$ cat src/rtl/scan_pkg.sv
package scan_pkg;
  // number of address fields (x and y)
  localparam int AXES = 2;

  typedef enum logic {
    SEQ_IDLE = 1'b0,
    SEQ_RUN  = 1'b1
  } seq_state_e;
endpackage

$ cat src/rtl/scan_stepper.sv
module scan_stepper #(
  parameter int AW  = 8,
  parameter int NAX = 2,
  parameter int CW  = 8,
  localparam int VW = NAX * AW
) (
  input  logic          clk,
  input  logic          rst_n,
  input  logic          ld,
  input  logic [VW-1:0] ld_val,
  input  logic          adv,
  input  logic [VW-1:0] step,
  input  logic [CW-1:0] max_cnt,
  input  logic [VW-1:0] lim,
  output logic [VW-1:0] val,
  output logic          at_max,
  output logic          at_lim
);
  logic [VW-1:0] val_q;
  logic [VW-1:0] val_sum;
  logic [CW-1:0] cnt_q;

  // one wrapping adder per field; a signed step is a plain modulo add
  for (genvar g = 0; g < NAX; g++) begin : g_field
    assign val_sum[g*AW +: AW] = val_q[g*AW +: AW] + step[g*AW +: AW];
  end

  always_ff @(posedge clk or negedge rst_n) begin
    if (!rst_n) begin
      val_q <= '0;
      cnt_q <= '0;
    end else if (ld) begin
      val_q <= ld_val;
      cnt_q <= '0;
    end else if (adv) begin
      val_q <= val_sum;
      cnt_q <= cnt_q + 1'b1;
    end
  end

  assign val    = val_q;
  assign at_max = (cnt_q == max_cnt);
  assign at_lim = (val_q == lim);
endmodule

$ cat src/rtl/scan_seq.sv
module scan_seq
  import scan_pkg::*;
(
  input  logic clk,
  input  logic rst_n,
  input  logic start,
  input  logic ready,
  input  logic addr_at_lim,
  input  logic addr_at_max,
  input  logic base_at_lim,
  input  logic base_at_max,
  input  logic lim_at_lim,
  input  logic lim_at_max,
  output logic running,
  output logic init_ld,
  output logic addr_adv,
  output logic addr_ld,
  output logic base_adv,
  output logic lim_adv,
  output logic last
);
  seq_state_e state_q;
  logic fire, line_end, final_line, wrap, lim_hold;

  assign running    = (state_q == SEQ_RUN);
  assign fire       = running & ready;
  assign line_end   = addr_at_lim | addr_at_max;
  assign final_line = base_at_lim | base_at_max;
  assign lim_hold   = lim_at_lim | lim_at_max;

  assign init_ld  = (state_q == SEQ_IDLE) & start;
  assign wrap     = fire & line_end & ~final_line;
  assign addr_adv = fire & ~line_end;
  assign addr_ld  = init_ld | wrap;
  assign base_adv = wrap;
  assign lim_adv  = wrap & ~lim_hold;
  assign last     = running & line_end & final_line;

  always_ff @(posedge clk or negedge rst_n) begin
    if (!rst_n) begin
      state_q <= SEQ_IDLE;
    end else begin
      unique case (state_q)
        SEQ_IDLE: if (start) state_q <= SEQ_RUN;
        SEQ_RUN:  if (fire & line_end & final_line) state_q <= SEQ_IDLE;
        default:  state_q <= SEQ_IDLE;
      endcase
    end
  end
endmodule

$ cat src/rtl/scan_addr_gen.sv
module scan_addr_gen
  import scan_pkg::*;
#(
  parameter int AW = 8,
  parameter int CW = 8,
  localparam int VW = AXES * AW
) (
  input  logic          clk,
  input  logic          rst_n,
  input  logic          start,
  input  logic [VW-1:0] base_init,
  input  logic [VW-1:0] lim_init,
  input  logic [VW-1:0] addr_step,
  input  logic [VW-1:0] base_step,
  input  logic [VW-1:0] lim_step,
  input  logic [CW-1:0] addr_max,
  input  logic [CW-1:0] base_max,
  input  logic [CW-1:0] lim_max,
  input  logic [VW-1:0] base_stop,
  input  logic [VW-1:0] lim_stop,
  input  logic          out_ready,
  output logic          out_valid,
  output logic [VW-1:0] out_addr,
  output logic          out_last
);
  logic          running, init_ld, addr_adv, addr_ld, base_adv, lim_adv, last;
  logic          addr_at_lim, addr_at_max;
  logic          base_at_lim, base_at_max;
  logic          lim_at_lim, lim_at_max;
  logic [VW-1:0] addr_val, base_val, lim_val;
  logic [VW-1:0] base_next, addr_src;

  // start of the next line: the base after its pending slide
  for (genvar g = 0; g < AXES; g++) begin : g_nbase
    assign base_next[g*AW +: AW] = base_val[g*AW +: AW] + base_step[g*AW +: AW];
  end

  assign addr_src = init_ld ? base_init : base_next;

  scan_seq u_seq (
    .clk         (clk),
    .rst_n       (rst_n),
    .start       (start),
    .ready       (out_ready),
    .addr_at_lim (addr_at_lim),
    .addr_at_max (addr_at_max),
    .base_at_lim (base_at_lim),
    .base_at_max (base_at_max),
    .lim_at_lim  (lim_at_lim),
    .lim_at_max  (lim_at_max),
    .running     (running),
    .init_ld     (init_ld),
    .addr_adv    (addr_adv),
    .addr_ld     (addr_ld),
    .base_adv    (base_adv),
    .lim_adv     (lim_adv),
    .last        (last)
  );

  scan_stepper #(.AW(AW), .NAX(AXES), .CW(CW)) u_addr (
    .clk     (clk),
    .rst_n   (rst_n),
    .ld      (addr_ld),
    .ld_val  (addr_src),
    .adv     (addr_adv),
    .step    (addr_step),
    .max_cnt (addr_max),
    .lim     (lim_val),
    .val     (addr_val),
    .at_max  (addr_at_max),
    .at_lim  (addr_at_lim)
  );

  scan_stepper #(.AW(AW), .NAX(AXES), .CW(CW)) u_base (
    .clk     (clk),
    .rst_n   (rst_n),
    .ld      (init_ld),
    .ld_val  (base_init),
    .adv     (base_adv),
    .step    (base_step),
    .max_cnt (base_max),
    .lim     (base_stop),
    .val     (base_val),
    .at_max  (base_at_max),
    .at_lim  (base_at_lim)
  );

  scan_stepper #(.AW(AW), .NAX(AXES), .CW(CW)) u_lim (
    .clk     (clk),
    .rst_n   (rst_n),
    .ld      (init_ld),
    .ld_val  (lim_init),
    .adv     (lim_adv),
    .step    (lim_step),
    .max_cnt (lim_max),
    .lim     (lim_stop),
    .val     (lim_val),
    .at_max  (lim_at_max),
    .at_lim  (lim_at_lim)
  );

  assign out_valid = running;
  assign out_addr  = addr_val;
  assign out_last  = last;
endmodule

$ cat config.mk
export PLATFORM = sky130hd
export DESIGN_NAME = scan_addr_gen
export DESIGN_NICKNAME = d
export VERILOG_FILES = /design/src/rtl/scan_pkg.sv /design/src/rtl/scan_stepper.sv /design/src/rtl/scan_seq.sv /design/src/rtl/scan_addr_gen.sv
export SDC_FILE = /design/constraint.sdc
export NUM_CORES = 1
export LEC_CHECK = 0
export ABC_CLOCK_PERIOD_IN_PS = 2810
export CELL_PAD_IN_SITES_DETAIL_PLACEMENT = 1
export CELL_PAD_IN_SITES_GLOBAL_PLACEMENT = 2
export CORE_ASPECT_RATIO = 0.6
export CORE_MARGIN = 1.5
export CORE_UTILIZATION = 38
export DETAILED_ROUTE_END_ITERATION = 10
export DONT_BUFFER_PORTS = 1
export PLACE_DENSITY_LB_ADDON = 0.1
export SLEW_MARGIN = 20
export SYNTH_ARGS = -nofsm -noshare
export SYNTH_HDL_FRONTEND = slang
export SYNTH_SLANG_ARGS = --single-unit
$ cat constraint.sdc
create_clock -name clk -period 2.81 [get_ports clk]
set_input_delay 0.7025 -clock clk [delete_from_list [all_inputs] [get_ports clk]]
set_output_delay 0.7025 -clock clk [all_outputs]
set_load 0.05 [all_outputs]
==> Word-level counts from Yosys, hierarchy flattened <==
Cells that the tools add are included.
{ "op_classes": {"addsub": 9, "eq_ne": 6, "muxes": 16, "n_bitwise": 17, "reduce_logical": 3} }
{ "ops": {"columns": ["op", "count"], "rows": [
  ["$mux 16", 7],
  ["$add 8x8->8", 6],
  ["$eq 16x16->1", 3],
  ["$mux 8", 6],
  ["$add 8x1->8 const B", 3],
  ["$eq 8x8->1", 3],
  ["$and 1x1->1", 9],
  ["$reduce_bool 2->1", 3],
  ["$not 1->1", 4],
  ["$or 1x1->1", 4],
  ["$mux 1", 2],
  ["$pmux 1 s2", 1]
]} }
{ "totals": {"regBits": 73, "elab_cells": 58} }

==> Depth between registers and ports, before layout <==
Gate-level depths: netlist of the first run.
{ "logic_depth": {"word_depth": 7, "depth_mapped": 10} }

==> Hierarchy <==
Synthesis of the first run repeated with hierarchy kept, for this count alone.
{ "unflattened": {"cells_unflattened": 799, "area_unflattened_um2": 6934.2} }
{ "by_module_without_submodules": {"columns": ["module", "instances", "cells_per_inst", "area_per_inst_um2"], "rows": [
  ["scan_stepper (u_base ...)", 2, 228, 2019.4],
  ["scan_stepper (u_addr)", 1, 204, 1900.6],
  ["scan_addr_gen", 1, 126, 892.1],
  ["scan_seq", 1, 13, 102.6]
]} }

==> Least setup slack after synthesis of the first run <==
OpenSTA, ideal clock, no wires.
{ "synth_path": {"path_type": "reg-to-output", "from": "register u_addr.val_q[8] (netlist: u_addr.val[8])", "to": "output port out_last", "arrival_time_ns": 1.820, "t_required_ns": 2.108, "setup_slack_ns": 0.288, "path_stages_with_launch": 5, "path_cell_list": "dfrtp_1 xnor2_1 nand4_1 nor4_4 o211a_1"} }
{ "synth_between": {"elab_chain_cells": 4} }
{ "synth_rtl": {"columns": ["item", "line", "source"], "rows": [
  ["from (decl)", "scan_stepper.sv:19", "logic [VW-1:0] val_q;"],
  ["from (signal assigned)", "scan_stepper.sv:33", "val_q <= ld_val;"],
  ["from (signal assigned)", "scan_stepper.sv:36", "val_q <= val_sum;"],
  ["$eq 16x16->1", "scan_stepper.sv:43", "assign at_lim = (val_q == lim);"],
  ["$or 1x1->1", "scan_seq.sv:27", "assign line_end = addr_at_lim | addr_at_max;"],
  ["$and 1x1->1 (2 in a row)", "scan_seq.sv:37", "assign last = running & line_end & final_line;"],
  ["to (decl)", "scan_addr_gen.sv:24", "output logic out_last"]
]} }
Every way passes these cells.

==> Final worst setup path of the first run <==
{ "layout_path": {"from": "register u_addr.val_q[3] (netlist: u_addr.val[3])", "to": "output port out_last"} }
The elaborated chain is that of the path after synthesis.

==> results of run 1 <==
through the flow:
step	power (mW)	hold slack (ns)	cell area, um^2	util, %	TNS (ns)
after global placement	5.371	0.4085	6449	42.19	0
final	6.698	0.05415	6808	44.54	0
after global routing	7.187	0.03599	6808	44.54	-0.05532
after detailed placement	5.467	0.4081	6449	42.19	-0.01853
after CTS	6.747	0.03968	6784	44.39	0
after floorplan	4.372	0.4069	5919	-	0
repair_timing:
item | CTS | global route
pin swaps | 2 | 4
resized for setup | 5 | 1
setup buffers | 0 | 3
endpoints found under the setup margin | 1 | 1
gates cloned | 0 | 0
hold endpoints to repair | 0 | 0
area by class of cell:
type                       instances  area (um^2)  area share (%)
clock buffer                      12        246.5           3.621
timing repair buffer              49        392.9           5.771
sequential                        73         1828           26.85
inverter                          27        101.3           1.489
multi-input combinational        552         3933           57.77
tap                              203        254.0           3.731
clock inverter                     4        52.55          0.7719
worst min path at each step:
| stage | startpoint | cells after the start | endpoint |
|---|---|---|---|
| final | rst_n | 0 | u_lim.val[3]$_DFFE_PN0P_ |
| after global routing | rst_n | 0 | u_lim.val[3]$_DFFE_PN0P_ |
| after CTS | rst_n | 0 | u_lim.val[3]$_DFFE_PN0P_ |
| after detailed placement | rst_n | 0 | u_lim.val[3]$_DFFE_PN0P_ |
| after global placement | rst_n | 0 | u_lim.val[4]$_DFFE_PN0P_ |
| after floorplan | rst_n | 0 | u_addr.cnt_q[0]$_DFFE_PN0P_ |
cell families after synthesis:
group,Yosys count,synth area share (%)
AND/OR/NAND/NOR,220,17.44
AO/OA/AOI/OAI,133,13.91
XOR/XNOR,122,18.05
flip-flops,73,30.86
buffers and inverters,51,3.636
adder cells (fa/ha/maj),51,11.54
multiplexers,26,4.566
cells in the final DEF (no fill, tap or decap), types with 8 or more instances in the layout:
master	count
nor4_1	8
xor2_1	49
clkbuf_16	9
buf_4	47
nand4_1	20
inv_1	27
mux2_2	8
mux2i_1	18
xnor2_1	69
o211ai_1	10
nand2_1	70
nand3_1	15
o21ai_0	37
nor3_1	14
a21oi_1	45
ha_1	45
dfrtp_1	72
nor2_1	62
worst max-delay path: stages, from the launching register on:
cell and delay [ns]:
dfrtp_1 0.42, xnor2_2 0.25, nand4_1 0.19, nor4_4 0.36
buf_4 0.18, o211a_1 0.18, buf_12 0.15
power by group:
| group | switching, mW | total [mW] | internal [mW] |
|---|---|---|---|
| clock network | 0.473 | 1.19 | 0.715 |
| registers | 0.496 | 1.89 | 1.40 |
| logic | 2.04 | 3.62 | 1.57 |
routing by layer:
layer	global-route usage (%)	wire [um]	up-vias
met5	0	0	-
met4	4.755	173	0
met3	6.172	1112	19
met2	39.21	8903	110
met1	34.80	9515	2547
li1	-	-	2433
flip-flops by register name (all words and copies together) (netlist names):
register and flops:
u_lim.val 16, u_base.val 16, u_seq.running 1, u_base.cnt_q 8
u_addr.val 16, u_lim.cnt_q 8, u_addr.cnt_q 8
==> flow_metrics.py, run 1 <==
metrics = {
    "status": {
        "status": "finished, final reports clean",
    },
    "yosys": {
        "synth-edff-count": 0,
        "syn-num-nets": 867,
        "syn_inst": 676,
        "synthArstFlopShare_pct": 100.0,
        "synth_area_per_cell_um2": 8.757,
        "synth-seq-area-share_pct": 30.86,
        "synthTopCellsByArea": "dfrtp_1 31%, xnor2_1 11%, ha_1 9.5%",
        "synth-seq-cells": 73,
        "synth_top_flop_cell": "dfrtp_1",
        "yosysUniqueCellTypes": 51,
        "synth_top_area_cell": "dfrtp_1",
        "yosysTopAreaCellShare_pct": 30.86,
        "synth_common_cells": "73 x dfrtp_1, 73 x xnor2_1, 70 x nand2_1",
        "synth_area_um2": 5919,
        "yosysWarnings": 0,
    },
    "clock_tree": {
        "clockBufferDepth": 2,
        "cts_tree": "built",
        "htreeDepth": 3,
        "clock_latency_ns": 0.34,
        "cts.sinks": 73,
        "holdBufCountCts": 0,
        "cts_buffers": 9,
        "cts-root-buf": "clkbuf_16",
        "clk_pin_slew_ns": 0.06,
    },
    "floorplan": {
        "initial_core_util_pct": 38.73,
        "core_um2": 15280,
        "fp.dieArea_um2": 16360,
        "ios": 158,
        "die_w_um": 164.1,
        "num_rows": 35,
        "fp.dieH_um": 99.68,
    },
    "power_and_ir_drop": {
        "leakage_nw": 3.016,
        "p_per_area_nw_per_um2": 983.9,
        "ir_worst_vdd_mv": 0.4166,
    },
    "sta": {
        "slew-limit-headroom_pct": 48.17,
        "setup_slack_ns": 0.02750,
        "maxSlewViolCount": 0,
        "worst_slew_pin_slew_ns": 0.7774,
        "fin_crit_ns": 2.782,
        "max_freq_mhz": 359.4,
        "rsz0062_at_grt": "yes",
        "timing_hold_violations_final": 0,
        "setup_viol": 0,
        "skew_ns": 0.01294,
        "fin_crit_sh_pct": 99.02,
    },
    "placement": {
        "io_buffers": 0,
        "pre_cts_ws_ns": -0.01389,
        "dp_cells": 901,
        "gp_congestion": 0.8269,
        "place_hpwl_mm": 15.91,
    },
    "cells_and_area": {
        "diodes": 0,
        "n_fill_cell": 1812,
        "layoutNonFillerInstCount": 920,
        "nNetsFinal": 903,
        "drive_gt1_share_pct": 11.72,
        "syn_to_final_growth_pct": 15.01,
    },
    "route": {
        "via_per_inst": 5.553,
        "drt-wirelength-per-cell_um": 21.42,
        "drc": 0,
        "drtPass1Iterations": 4,
        "dr_total_vias": 5109,
        "finalWirelength_mm": 19.70,
        "dr.first_iter.drc_count": 265,
        "antenna_left": 0,
    },
    "hold_path": {
        "hold_class": "in2async",
    },
    "critical_path": {
        "path_class": "reg2out",
        "rrSetupSlack_ns": 0.19,
        "worstSetupEndpoint": "out_last",
        "critPathArrivalTime_ns": 2.08,
        "critPathRequiredTime_ns": 2.11,
        "crit_start": "u_addr.val[3]$_DFFE_PN0P_",
        "worstSetupEndpointType": "primary output",
        "setup.worst_path.start_class": "flip-flop",
        "worstReg2RegStart": "u_addr.val[3]$_DFFE_PN0P_",
        "reg2regPathDepth": 9,
        "cp_max_fo": 4,
        "r2r_end": "u_addr.val[14]$_DFFE_PN0P_",
    },
    "global_route": {
        "antenna_found_initial": 0,
        "grt.overflow.total": 0,
        "grt_max_degree": 74,
        "grt_pass1_wl_mm": 30.85,
        "grt_usage_pct": 24.93,
        "first_global_vias": 5445,
    },
    "flow_run": {
        "cap_violations": 0,
    },
}
Power figures use the tool's default switching activity.
==> run 2: changes to the inputs <==
PLACE_DENSITY = 0.87   (was not set)
PLACE_DENSITY_LB_ADDON = not set   (was 0.1)
==> run 2 against run 1 <==
Clock power hardly changed. Sequential power is 3% higher. Clock skew is 0.0021 ns lower. First-iteration DRC count is 7.9% lower. Critical endpoint unchanged. Largest power group unchanged.
==> flow_metrics.py, run 2 (synthesized netlist as in run 1, its figures left out) <==
metrics = {
    "status": {
        "status": "finished, final reports clean",
    },
    "route": {
        "top_layer": "met4",
        "drtPass1Iterations": 4,
        "drt-wirelength-per-cell_um": 21.63,
        "antenna_left": 0,
        "via_per_inst": 5.607,
        "met2_length_mm": 8.853,
        "finalWirelength_mm": 19.88,
        "dr_total_vias": 5153,
        "dr.first_iter.drc_count": 244,
        "wl_met3_mm": 1.579,
        "wl_met1_mm": 9.260,
        "drc": 0,
    },
    "clock_tree": {
        "cts-root-buf": "clkbuf_16",
        "holdBufCountCts": 0,
        "clockBufferDepth": 2,
        "htreeDepth": 3,
        "clock_latency_ns": 0.34,
        "clk_pin_slew_ns": 0.06,
        "cts_buffers": 9,
        "cts_tree": "built",
        "cts.sinks": 73,
    },
    "sta": {
        "max_freq_mhz": 361.6,
        "timing_hold_violations_final": 0,
        "setup_slack_ns": 0.04465,
        "skew_ns": 0.01087,
        "maxSlewViolCount": 0,
        "fin_crit_ns": 2.765,
        "worst_slew_pin_slew_ns": 0.5851,
        "slew-limit-headroom_pct": 61.00,
        "fin_crit_sh_pct": 98.41,
        "setup_viol": 0,
    },
    "placement": {
        "place_hpwl_mm": 15.78,
        "gp_congestion": 0.8877,
        "pre_cts_ws_ns": 0.1175,
        "io_buffers": 0,
    },
    "critical_path": {
        "rrSetupSlack_ns": 0.21,
        "reg2regPathDepth": 8,
        "critPathRequiredTime_ns": 2.11,
        "worstReg2RegStart": "u_addr.val[11]$_DFFE_PN0P_",
        "worstSetupEndpointType": "primary output",
        "setup.worst_path.start_class": "flip-flop",
        "cp_max_fo": 5,
        "worstSetupEndpoint": "out_last",
        "critPathArrivalTime_ns": 2.06,
        "r2r_end": "u_lim.val[12]$_DFFE_PN0P_",
        "crit_start": "u_addr.val[11]$_DFFE_PN0P_",
        "path_class": "reg2out",
    },
    "power_and_ir_drop": {
        "p_per_area_nw_per_um2": 998.8,
        "ir_worst_vdd_mv": 0.5472,
        "leakage_nw": 3.013,
    },
    "floorplan": {
        "die_w_um": 164.1,
        "ios": 158,
        "num_rows": 35,
        "fp.dieH_um": 99.68,
        "initial_core_util_pct": 38.73,
        "fp.dieArea_um2": 16360,
        "core_um2": 15280,
    },
    "global_route": {
        "grt.overflow.total": 0,
        "grt_pass1_wl_mm": 31.02,
        "first_global_vias": 5549,
        "grt_usage_pct": 25.20,
        "antenna_found_initial": 0,
        "grt_max_degree": 74,
    },
    "cells_and_area": {
        "final_cell_mix": "70 x nand2_1, 68 x xnor2_1, 62 x nor2_1, 62 x dfrtp_1, 49 x xor2_1",
        "final_common_cell": "nand2_1",
        "fin_util_pct": 44.69,
        "diodes": 0,
        "nNetsFinal": 902,
        "syn_to_final_growth_pct": 15.39,
        "drive_gt1_share_pct": 13.13,
    },
    "flow_run": {
        "cap_violations": 0,
    },
    "hold_path": {
        "hold_class": "in2async",
    },
}
[run 2: cell types whose count changed in the layout (fill, tap and decap cells not counted)]
| cell | change |
|---|---|
| dfrtp_1 | -10 |
| dfrtp_2 | +10 |
| clkbuf_8 | +2 |
| clkinv_4 | -2 |
| buf_4 | -1 |
| xnor2_1 | -1 |
| xnor2_2 | +1 |
[run 2: what timing repair did]
item	4_1_cts	5_1_grt
setup buffers	0	8
gates resized for setup	2	15
setup endpoints to repair	1	2
pin swaps	1	6
[run 2: how the worst min path moves through the flow]
stage | startpoint | endpoint | slack, ns | cells after the start
final | rst_n | u_base.val[2]$_DFFE_PN0P_ | 0.05 | 0
after global routing | rst_n | u_base.val[2]$_DFFE_PN0P_ | 0.04 | 0
after CTS | rst_n | u_base.val[2]$_DFFE_PN0P_ | 0.04 | 0
after detailed placement | rst_n | u_base.val[2]$_DFFE_PN0P_ | 0.41 | 0
after global placement | rst_n | u_base.val[2]$_DFFE_PN0P_ | 0.41 | 0
after floorplan | rst_n | u_addr.cnt_q[0]$_DFFE_PN0P_ | 0.41 | 0
[run 2: power by group]
group	switching, mW	internal, mW	leakage, nW
clock	0.464	0.761	0.153
combinational	2.05	1.60	1.96
sequential	0.543	1.41	0.895
total	3.05	3.77	3.01
[run 2: worst max-delay path, cell delays in order (launching register included)]
cell,delay (ns)
dfrtp_1,0.46
xnor2_2,0.23
nand4_1,0.19
nor4_4,0.33
buf_4,0.20
o211a_1,0.18
buf_12,0.14
[run 2: layer usage]
| metal | vias up | GRT usage [%] |
|---|---|---|
| met5 | - | 0 |
| met4 | 0 | 4.755 |
| met3 | 18 | 7.131 |
| met2 | 142 | 39.27 |
| met1 | 2549 | 34.94 |
| li1 | 2444 | - |
[run 2: cell type report]
cell class                 instances  area (um^2)
fill                            1804         8453
multi-input combinational        552         3940
sequential                        73         1841
timing repair buffer              48        385.4
clock buffer                      14        274.0
tap                              203        254.0
inverter                          27        101.3
clock inverter                     2        35.03
[run 2: metrics by stage]
stage               cell area, um^2  cells  power [mW]  TNS (ns)  hold slack, ns
floorplan                      5919    676       4.372         0          0.4069
global placement               6404    895       5.289         0          0.4101
detailed placement             6404    895       5.461         0          0.4086
CTS                            6715    911       6.725         0         0.04238
global route                   6830    919       7.294  -0.02550         0.03786
finish                         6830    919       6.822         0         0.04858
==> run 3: changes to the inputs <==
CORE_MARGIN = not set   (was 1.5)
==> run 3 against run 2 <==
Critical path depth unchanged. Sequential power decreased by 4%. Utilization increased by 1.7 points. Sequential cell count unchanged. Design area increased by 0.75%. Critical path type unchanged. Highest routed layer unchanged.
==> flow_metrics.py, run 3 (synthesized netlist as in run 1, its figures left out) <==
metrics = {
    "cells_and_area": {
        "drive_gt1_share_pct": 12.71,
        "nNetsFinal": 902,
        "final_common_cell": "nand2_1",
        "layoutNonFillerInstCount": 914,
        "syn_to_final_growth_pct": 16.25,
        "diodes": 0,
        "fin_util_pct": 46.35,
        "final_cell_mix": "70 x nand2_1, 68 x dfrtp_1, 67 x xnor2_1",
        "n_fill_cell": 1709,
    },
    "route": {
        "dr_total_vias": 5172,
        "finalWirelength_mm": 19.82,
        "antenna_left": 0,
        "drt-wirelength-per-cell_um": 21.69,
        "drc": 0,
        "dr.first_iter.drc_count": 212,
        "via_per_inst": 5.659,
        "drtPass1Iterations": 4,
    },
    "clock_tree": {
        "cts_buffers": 9,
        "cts-root-buf": "clkbuf_16",
        "cts_tree": "built",
        "holdBufCountCts": 0,
        "clockBufferDepth": 2,
        "htreeDepth": 3,
        "clock_latency_ns": 0.34,
        "cts.sinks": 73,
        "clk_pin_slew_ns": 0.07,
    },
    "sta": {
        "slew-limit-headroom_pct": 58.30,
        "fin_crit_ns": 2.757,
        "worst_slew_pin_slew_ns": 0.6097,
        "skew_ns": 0.008515,
        "timing_hold_violations_final": 0,
        "maxSlewViolCount": 0,
        "rsz0062_at_grt": "yes",
        "setup_viol": 0,
        "fin_crit_sh_pct": 98.11,
        "max_freq_mhz": 362.7,
        "setup_slack_ns": 0.05307,
        "hold_ws_ns": 0.04870,
    },
    "critical_path": {
        "critPathArrivalTime_ns": 2.05,
        "path_delay_family": "simple AND/OR/NAND/NOR gates",
        "path_cells": "xnor2_2, nand4_1, nor4_4, buf_4, o211a_4, buf_12",
        "crit_start": "u_lim.val[13]$_DFFE_PN0P_",
        "setup.worst_path.start_class": "flip-flop",
        "worstSetupEndpointType": "primary output",
        "path_class": "reg2out",
        "cp_max_fo": 4,
        "slowest_delay_ns": 0.45,
        "rrSetupSlack_ns": 0.14,
        "worstReg2RegStart": "u_lim.val[13]$_DFFE_PN0P_",
        "reg2regPathDepth": 10,
        "r2r_end": "u_lim.val[3]$_DFFE_PN0P_",
        "crit_slowest_cell": "dfrtp_2",
        "path_buf_inv": 2,
        "critPathRequiredTime_ns": 2.11,
    },
    "placement": {
        "gp_congestion": 0.9266,
        "io_buffers": 0,
        "pre_cts_ws_ns": 0.04986,
        "dp_cells": 893,
        "place_hpwl_mm": 15.83,
    },
    "floorplan": {
        "ios": 158,
        "fp.dieH_um": 98.68,
        "die_w_um": 163.1,
        "initial_core_util_pct": 39.87,
        "num_rows": 34,
        "core_um2": 14850,
        "fp.dieArea_um2": 16100,
    },
    "power_and_ir_drop": {
        "power_frac_seq_pct": 27.2,
        "finalPower_mw": 6.895,
        "p_comb_share_pct": 52.9,
        "p_per_area_nw_per_um2": 1002,
        "p_int_mw": 3.863,
        "ir_worst_vdd_mv": 0.4493,
        "swShare_pct": 43.97,
        "p_switching_mw": 3.032,
        "clkPwrFrac_pct": 19.9,
        "leakage_nw": 3.028,
    },
    "global_route": {
        "first_global_vias": 5567,
        "grt_pass1_wl_mm": 31.15,
        "grt_max_degree": 74,
        "antenna_found_initial": 0,
        "grt.overflow.total": 0,
        "grt_usage_pct": 25.31,
    },
    "flow_run": {
        "cap_violations": 0,
    },
    "status": {
        "status": "finished, final reports clean",
    },
    "hold_path": {
        "hold_class": "in2async",
    },
}
run 3: what timing repair did:
| item | CTS | global route |
|---|---|---|
| endpoints found under the setup margin | 1 | 1 |
| buffers inserted | 0 | 4 |
| pin swaps | 0 | 5 |
| gates resized for setup | 5 | 9 |
| gates cloned | 0 | 1 |
run 3: layer usage:
layer,vias to the layer above,global-route usage (%),part of all wire (%)
li1,2444,-,-
met1,2580,34.01,46
met2,131,40.82,45
met3,17,7.155,7.2
met4,0,4.457,1.2
met5,-,0,0
run 3: how the worst max path moves through the flow:
stage                                      end  depth (start not counted)  slack, ns
global placement     u_addr.val[6]$_DFFE_PN0P_                          8       0.10
finish                                out_last                          6       0.05
detailed placement  u_addr.val[14]$_DFFE_PN0P_                          9       0.05
floorplan                             out_last                          4       0.29
global route                          out_last                          6      -0.01
CTS                                   out_last                          6       0.01
run 3: area by class of cell:
cell class	instances	area [um^2]	share of cell area, %
Clock buffer	10	229.0	3.327
Clock inverter	6	116.4	1.691
Inverter	27	101.3	1.473
Multi-Input combinational cell	553	3964	57.60
Sequential cell	73	1833	26.64
Tap cell	198	247.7	3.600
Timing Repair Buffer	47	390.4	5.673
run 3: power by group through the flow:
stage               sequential (mW)  combinational [mW]  clock, mW
finish                         1.87                3.65       1.37
global route                   1.92                4.01       1.44
CTS                            1.87                3.62       1.40
detailed placement             1.87                3.56          0
global placement               1.85                3.39          0
floorplan                      2.16                2.21          0
run 3: stage by stage:
step / instance area (um^2) / TNS (ns)
floorplan: 5919 / 0
global placement: 6432 / 0
detailed placement: 6432 / 0
CTS: 6809 / 0
global route: 6882 / -0.01326
finish: 6882 / 0
